File: src/rtl/sop_cell_pkg.sv
`timescale 1ns/1ps
package sop_cell_pkg;
    localparam int PT_N   = 5;
    localparam int PTI_W  = 3;
    localparam int OEI_W  = 4;
    localparam int GCLK_N = 3;

    typedef enum logic [2:0] {
        FF_D   = 3'd0,
        FF_T   = 3'd1,
        FF_JK  = 3'd2,
        FF_SR  = 3'd3,
        FF_LAT = 3'd4
    } ff_mode_e;

    typedef struct packed {
        logic [PT_N-1:0]  or_en;
        logic             cas_in_en;
        logic             cas_out_en;
        logic [1:0]       xor_sel;
        logic [PTI_W-1:0] xor_pt;
        logic [1:0]       d_sel;
        logic [PTI_W-1:0] d_pt;
        ff_mode_e         mode;
        logic [PTI_W-1:0] k_pt;
        logic [1:0]       clk_sel;
        logic [PTI_W-1:0] clk_pt;
        logic             ce_en;
        logic [PTI_W-1:0] ce_pt;
        logic [1:0]       ar_sel;
        logic [PTI_W-1:0] ar_pt;
        logic             ap_en;
        logic [PTI_W-1:0] ap_pt;
        logic             out_reg;
        logic             fb_reg;
        logic [PTI_W-1:0] fold_pt;
        logic [2:0]       oe_sel;
        logic [OEI_W-1:0] oe_idx;
    } cell_cfg_t;

    localparam int CFG_W = $bits(cell_cfg_t);

    // Selects one product term; an index past the last term yields 0.
    function automatic logic pick_term(input logic [PT_N-1:0] terms,
                                       input logic [PTI_W-1:0] idx);
        logic r;
        r = 1'b0;
        for (int i = 0; i < PT_N; i++) begin
            if (32'(idx) == i) r = terms[i];
        end
        return r;
    endfunction
endpackage

File: src/rtl/sop_pt_array.sv
`timescale 1ns/1ps
module sop_pt_array
    import sop_cell_pkg::*;
#(
    parameter int NIN = 40
) (
    input  logic [NIN-1:0]      bus_i,
    input  logic [PT_N*NIN-1:0] mask_i,
    output logic [PT_N-1:0]     term_o
);
    for (genvar k = 0; k < PT_N; k++) begin : g_term
        logic [NIN-1:0] sel_slice;
        assign sel_slice = mask_i[k*NIN +: NIN];
        // Bits outside the mask are forced high so they do not affect the AND.
        assign term_o[k] = &(bus_i | ~sel_slice);
    end
endmodule

File: src/rtl/sop_sum_xor.sv
`timescale 1ns/1ps
module sop_sum_xor
    import sop_cell_pkg::*;
(
    input  logic [PT_N-1:0]  term_i,
    input  logic [PT_N-1:0]  or_en_i,
    input  logic             cas_in_i,
    input  logic             cas_in_en_i,
    input  logic             cas_out_en_i,
    input  logic [1:0]       xor_sel_i,
    input  logic [PTI_W-1:0] xor_pt_i,
    output logic             cas_out_o,
    output logic             xor_o
);
    logic sum;
    logic pol;

    always_comb begin
        sum = |(term_i & or_en_i) | (cas_in_i & cas_in_en_i);
        unique case (xor_sel_i)
            2'd1:    pol = 1'b1;
            2'd2:    pol = pick_term(term_i, xor_pt_i);
            default: pol = 1'b0;
        endcase
        cas_out_o = cas_out_en_i & sum;
        xor_o     = sum ^ pol;
    end
endmodule

File: src/rtl/sop_ff_core.sv
`timescale 1ns/1ps
module sop_ff_core
    import sop_cell_pkg::*;
(
    input  logic     clk,
    input  logic     rst_n,
    input  ff_mode_e mode_i,
    input  logic     cclk_i,
    input  logic     ce_i,
    input  logic     d_i,
    input  logic     k_i,
    input  logic     ar_i,
    input  logic     ap_i,
    output logic     view_o,
    output logic     state_o
);
    typedef struct packed {
        logic st;
        logic cprev;
    } ff_st_t;

    ff_st_t cur_d, cur_q;
    logic   fire;
    logic   open_lat;

    always_comb begin
        cur_d       = cur_q;
        cur_d.cprev = cclk_i;
        fire        = cclk_i & ~cur_q.cprev & ce_i;
        open_lat    = cclk_i & ce_i;

        unique case (mode_i)
            FF_T: begin
                if (fire && d_i) cur_d.st = ~cur_q.st;
            end
            FF_JK: begin
                if (fire) begin
                    unique case ({d_i, k_i})
                        2'b11:   cur_d.st = ~cur_q.st;
                        2'b10:   cur_d.st = 1'b1;
                        2'b01:   cur_d.st = 1'b0;
                        default: cur_d.st = cur_q.st;
                    endcase
                end
            end
            FF_SR: begin
                if (fire) begin
                    unique case ({d_i, k_i})
                        2'b10:   cur_d.st = 1'b1;
                        2'b01:   cur_d.st = 1'b0;
                        default: cur_d.st = cur_q.st;
                    endcase
                end
            end
            FF_LAT: begin
                if (open_lat) cur_d.st = d_i;
            end
            default: begin
                if (fire) cur_d.st = d_i;
            end
        endcase

        if (ar_i)      cur_d.st = 1'b0;
        else if (ap_i) cur_d.st = 1'b1;

        if (ar_i)                             view_o = 1'b0;
        else if (ap_i)                        view_o = 1'b1;
        else if (mode_i == FF_LAT && open_lat) view_o = d_i;
        else                                  view_o = cur_q.st;

        state_o = cur_q.st;
    end

    always_ff @(posedge clk or negedge rst_n) begin
        if (!rst_n) cur_q <= '0;
        else        cur_q <= cur_d;
    end
endmodule

File: src/rtl/sop_out_ctl.sv
`timescale 1ns/1ps
module sop_out_ctl
    import sop_cell_pkg::*;
#(
    parameter int NOE = 8
) (
    input  logic [PT_N-1:0]  term_i,
    input  logic             view_i,
    input  logic             xor_i,
    input  logic             out_reg_i,
    input  logic             fb_reg_i,
    input  logic [PTI_W-1:0] fold_pt_i,
    input  logic [2:0]       oe_sel_i,
    input  logic [OEI_W-1:0] oe_idx_i,
    input  logic [1:0]       oe_pin_i,
    input  logic [NOE-1:0]   oe_src_i,
    output logic             pin_o,
    output logic             oe_o,
    output logic             fb_o,
    output logic             fold_o
);
    logic src_bit;

    always_comb begin
        src_bit = 1'b0;
        for (int i = 0; i < NOE; i++) begin
            if (32'(oe_idx_i) == i) src_bit = oe_src_i[i];
        end
        unique case (oe_sel_i)
            3'd0:    oe_o = oe_pin_i[0];
            3'd1:    oe_o = ~oe_pin_i[0];
            3'd2:    oe_o = oe_pin_i[1];
            3'd3:    oe_o = ~oe_pin_i[1];
            3'd4:    oe_o = src_bit;
            3'd5:    oe_o = 1'b1;
            default: oe_o = 1'b0;
        endcase
        pin_o  = out_reg_i ? view_i : xor_i;
        fb_o   = fb_reg_i  ? view_i : xor_i;
        fold_o = ~pick_term(term_i, fold_pt_i);
    end
endmodule

File: src/rtl/sop_cell.sv
`timescale 1ns/1ps
module sop_cell
    import sop_cell_pkg::*;
#(
    parameter int NIN = 40,
    parameter int NOE = 8
) (
    input  logic                clk,
    input  logic                rst_n,
    input  logic [NIN-1:0]      pt_bus,
    input  logic [PT_N*NIN-1:0] pt_mask,
    input  logic                cas_in,
    output logic                cas_out,
    input  logic [GCLK_N-1:0]   gclk,
    input  logic                gclr,
    input  logic [1:0]          oe_pin,
    input  logic                io_in,
    input  logic [NOE-1:0]      oe_src,
    input  logic [CFG_W-1:0]    cfg_word,
    output logic                pin_out,
    output logic                pin_oe,
    output logic                fb_out,
    output logic                fold_out
);
    cell_cfg_t       cfg;
    logic [PT_N-1:0] pt;
    logic            xor_out;
    logic            d_in;
    logic            k_in;
    logic            cell_clk;
    logic            ce_act;
    logic            ar_act;
    logic            ap_act;
    logic            q_view;
    logic            ff_state;
    logic            ar_term;

    assign cfg = cell_cfg_t'(cfg_word);

    sop_pt_array #(.NIN(NIN)) u_terms (
        .bus_i  (pt_bus),
        .mask_i (pt_mask),
        .term_o (pt)
    );

    sop_sum_xor u_sum (
        .term_i       (pt),
        .or_en_i      (cfg.or_en),
        .cas_in_i     (cas_in),
        .cas_in_en_i  (cfg.cas_in_en),
        .cas_out_en_i (cfg.cas_out_en),
        .xor_sel_i    (cfg.xor_sel),
        .xor_pt_i     (cfg.xor_pt),
        .cas_out_o    (cas_out),
        .xor_o        (xor_out)
    );

    // Control decode: clock, enable, data and asynchronous sources.
    always_comb begin
        unique case (cfg.d_sel)
            2'd0:    d_in = xor_out;
            2'd1:    d_in = pick_term(pt, cfg.d_pt);
            default: d_in = io_in;
        endcase
        k_in = pick_term(pt, cfg.k_pt);

        unique case (cfg.clk_sel)
            2'd0:    cell_clk = gclk[0];
            2'd1:    cell_clk = gclk[1];
            2'd2:    cell_clk = gclk[2];
            default: cell_clk = pick_term(pt, cfg.clk_pt);
        endcase
        ce_act = (cfg.ce_en && cfg.clk_sel != 2'd3) ? pick_term(pt, cfg.ce_pt) : 1'b1;

        ar_term = pick_term(pt, cfg.ar_pt);
        unique case (cfg.ar_sel)
            2'd1:    ar_act = gclr;
            2'd2:    ar_act = ar_term;
            2'd3:    ar_act = gclr | ar_term;
            default: ar_act = 1'b0;
        endcase
        ap_act = cfg.ap_en & pick_term(pt, cfg.ap_pt);
    end

    sop_ff_core u_ff (
        .clk     (clk),
        .rst_n   (rst_n),
        .mode_i  (cfg.mode),
        .cclk_i  (cell_clk),
        .ce_i    (ce_act),
        .d_i     (d_in),
        .k_i     (k_in),
        .ar_i    (ar_act),
        .ap_i    (ap_act),
        .view_o  (q_view),
        .state_o (ff_state)
    );

    sop_out_ctl #(.NOE(NOE)) u_out (
        .term_i    (pt),
        .view_i    (q_view),
        .xor_i     (xor_out),
        .out_reg_i (cfg.out_reg),
        .fb_reg_i  (cfg.fb_reg),
        .fold_pt_i (cfg.fold_pt),
        .oe_sel_i  (cfg.oe_sel),
        .oe_idx_i  (cfg.oe_idx),
        .oe_pin_i  (oe_pin),
        .oe_src_i  (oe_src),
        .pin_o     (pin_out),
        .oe_o      (pin_oe),
        .fb_o      (fb_out),
        .fold_o    (fold_out)
    );
endmodule

File: config.mk
export PLATFORM = sky130hd
export DESIGN_NAME = sop_cell
export DESIGN_NICKNAME = d
export VERILOG_FILES = /design/src/rtl/sop_cell_pkg.sv /design/src/rtl/sop_pt_array.sv /design/src/rtl/sop_sum_xor.sv /design/src/rtl/sop_ff_core.sv /design/src/rtl/sop_out_ctl.sv /design/src/rtl/sop_cell.sv
export SDC_FILE = /design/constraint.sdc
export NUM_CORES = 1
export LEC_CHECK = 0
export BUFFER_PORTS_ARGS = -buffer_cell sky130_fd_sc_hd__buf_4
export CAP_MARGIN = 25
export CORE_AREA = 2 2 124 126
export DETAILED_ROUTE_END_ITERATION = 7
export DIE_AREA = 0 0 126 128
export GPL_TIMING_DRIVEN = 0
export PLACE_DENSITY = 0.51
export SYNTH_ARGS = -nofsm -noshare
export SYNTH_HDL_FRONTEND = slang
export SYNTH_HIERARCHICAL = 1
export SYNTH_SLANG_ARGS = --single-unit
File: constraint.sdc
create_clock -name clk -period 3.27 [get_ports clk]
set_input_delay 0.1635 -clock clk [delete_from_list [all_inputs] [get_ports clk]]
set_output_delay 0.1635 -clock clk [all_outputs]
set_load 0.01 [all_outputs]
==> run summary <==
Status: finished with violations
Violated checks: setup timing
Cells along the critical path: buf_8 > nand2b_4 > o2111ai_4 > nor4_4 > and4_4 > mux2i_1 > o22ai_2 > o31a_1 > xor2_2 > nor3_2 > a221oi_2 > inv_1 > ha_4 > nor2b_1 > o311a_1 > a2111oi_4 > a221oi_2
Vias in the first global route: 4711
Layout cells sized above 1: 54.48%
H-tree Lvls: 1
Via-to-Cell Ratio: 4.660
Max_cap viols: 0
Die W: 126 um
Count leader, synth: inv_1
Area Overhead vs Synth: 130.1%
Critical-path top delay cell: nor4_4
Area of the core: 14860 um^2
Initial antenna violation count: 1
Max Used Layer: met4
Nets: 1065
Critical Path AT: 3.38 ns
Post-synthesis sequential area ratio: 1.946%
Slew @ Worst Pin: 0.6052 ns
Syn Inst Count: 412
CP dominant cell by count: a221oi_2
Total wire length: 18.51 mm
Starting DRT DRC Count: 151
Crit end category: flop
CTS tree: built
Mapped Nets: 728
Drc violations: 0
Synth Area in Compound Gates: 30.41%
Final min period: 3.294 ns
Cell Area, Synth: 2571 um^2
Number of synthesized flops with an enable pin: 0
Die area: 16130 um^2
CTS Sinks: 2
DR vias: 4362
HP Class: in -> async
Max stage delay on crit path: 0.40 ns
Clock transition at path regs: 0.03 ns
PnR worst setup slack: -0.02439 ns
Simple-gate portion of the synthesized area: 32.55%
Avg Cell Area, Syn: 6.241 um^2
Library cells used by synthesis: 43
Critical path type: in -> reg
Cts bufs inserted: 3
Min Hold Slack: 0.2855 ns
Fill cells: 1566
IO Pins: 316
Max transition margin: 59.08%
Synth top area share: 21.90%
DP HPWL: 15.77 mm
Crit Path Max Fanout: 4
Metal-1 WL: 7.235 mm
Top cells by area, synth: inv_1, o22ai_1, nand2b_1
DR pass1 iterations: 6
Wire length per cell: 19.78 um
PD cells: 151.9 nW/um^2
Initial core utilization: 17.30%
Row cnt: 45
Async S/R FF share, synth: 100.0%
CTS root buf: clkbuf_16
Yosys warning total: 6
First-pass GRT wire length: 26.57 mm
Total grt overflow: 0
Top cells by count, synth: inv_1, o22ai_1, nand2b_1, nor4_1, o2111ai_1
Post-Synth Adder-Cell Area: 2.433%
Final Cycle Share: 100.7%
Final Setup Violations: 1
RePlAce Congestion: 0.8765
Final Hold Fails: 0
XOR/XNOR share of the synthesized area: 0.6813%
Yosys top cell by area: inv_1
Worst skew pair latency: 0.22 ns
CP Launch Type: input port
Pins over their slew limit: 0
Peak VDD IR: 0.1030 mV
Max frequency: 303.5 MHz
Leakage: 3.206 nW
Synth Flop Type: dfrtp_1
Largest family of logic cells by synthesized area: simple AND/OR/NAND/NOR gates
Largest net degree at the start of global routing: 9
Place WS: -1.357 ns
Post-synthesis mux area share: 10.07%
Final TNS setup: -0.02439 ns
Die span in y: 128 um
GRT Overall Usage: 21.60%
Antenna Violating Nets Remaining: 0
Met2 WL post-DR: 9.694 mm
I/O Buffers: 315
Clock Skews: 0.001668 ns
Met3 WL post-DR: 1.323 mm
Synthesized flop and latch total: 2
Clock Path Buffers: 2
RSZ-0062 raised after global routing: true
Worst Path Required: 3.36 ns
worst paths after layout:
kind / startpoint / endpoint / slack (ns) / cells after the start
setup / recovery: pt_bus[14] / u_ff/state_o / -0.02 / 17
min in group clk: cfg_word[29] / u_ff/cur_q[0] / 0.29 / 3
max in group asynchronous: rst_n / u_ff/cur_q[0] / 2.89 / 2
hold reg to reg: u_ff/state_o / u_ff/state_o / 0.76 / 2
hold / removal: rst_n / u_ff/state_o / 0.29 / 2
setup reg to reg: u_ff/state_o / u_ff/state_o / 1.84 / 3
layout make-up:
type / count / area, um^2 / area share (%)
antenna: 1 / 2.502 / 0.04230
sequential: 2 / 50.05 / 0.8460
inverter: 150 / 563.0 / 9.518
tap: 188 / 235.2 / 3.976
clock buffer: 3 / 75.07 / 1.269
timing repair buffer: 332 / 2610 / 44.12
multi-input combinational: 260 / 2380 / 40.23
cell families after synthesis:
group                    count (synthesis)
adder cells (fa/ha/maj)                  5
flip-flops                               2
AND/OR/NAND/NOR                        133
AO/OA/AOI/OAI                          106
buffers and inverters                  150
XOR/XNOR                                 2
multiplexers                            14
metal layers:
metal  vias up  global-route usage, %
li1       2103                      -
met1      2021                  25.21
met2       221                  41.11
met3        17                  3.965
met4         0                  4.331
met5         -                      0
critical path, delay by kind of cell:
kind | cells | cell delay (ns)
xor+xnor | 1 | 0.21
compound gates | 7 | 1.45
buf+inv | 2 | 0.18
mux | 1 | 0.11
simple gates | 5 | 0.96
fa+ha+maj | 1 | 0.28
state kept, by name, summed over array words and instances (netlist names):
name	cells
u_ff/cur_q	1
u_ff/state_o	1
through the flow:
| step | power, mW | cell area [um^2] | utilization (%) | instances |
|---|---|---|---|---|
| final | 0.8983 | 5916 | 39.80 | 936 |
| after global routing | 0.9530 | 5916 | 39.80 | 936 |
| after CTS | 0.8923 | 5859 | 39.42 | 935 |
| after detailed placement | 0.6221 | 5179 | 34.84 | 915 |
| after global placement | 0.6116 | 5179 | 34.84 | 915 |
| after floorplan | 0.2133 | 2579 | - | 412 |
repair_timing:
item	4_1_cts	5_1_grt
hold endpoints to repair	2	0
setup endpoints to repair	3	3
pin swaps	24	12
gates resized for setup	78	15
buffers inserted	16	1
hold buffers	1	0
cloned	0	0
placed cells by master (no fill, tap or decap), types with 2 or more instances in the layout:
cell	n
nor4_1	9
buf_6	8
inv_1	149
nand3_1	4
nand3b_1	3
o2111ai_1	11
mux2i_1	3
nand2b_1	36
nor3b_1	2
nand2_1	5
buf_12	5
a211oi_1	2
o21ai_0	2
nor4_2	9
a2111oi_4	2
nor2_1	10
mux2_2	2
nor4_4	2
a31oi_1	2
o2111ai_4	6
clkbuf_16	3
o31a_1	2
nand4_1	3
nor2b_1	5
dfrtp_1	2
and4_4	5
ha_1	4
nand2b_4	19
buf_4	315
or2b_2	9
o22ai_1	60
mux4_1	3
o2111ai_2	3
a2111oi_0	2
buf_8	3
mux4_2	5
nor3_1	4
a22oi_1	3
a21oi_1	2
a221oi_2	3
power breakdown:
group | switching, mW | internal [mW]
clock | 0.0341 | 0.156
combinational | 0.272 | 0.402
sequential | 0.00479 | 0.0288
total | 0.311 | 0.587
No activity file was read; power rests on OpenSTA's default activity.
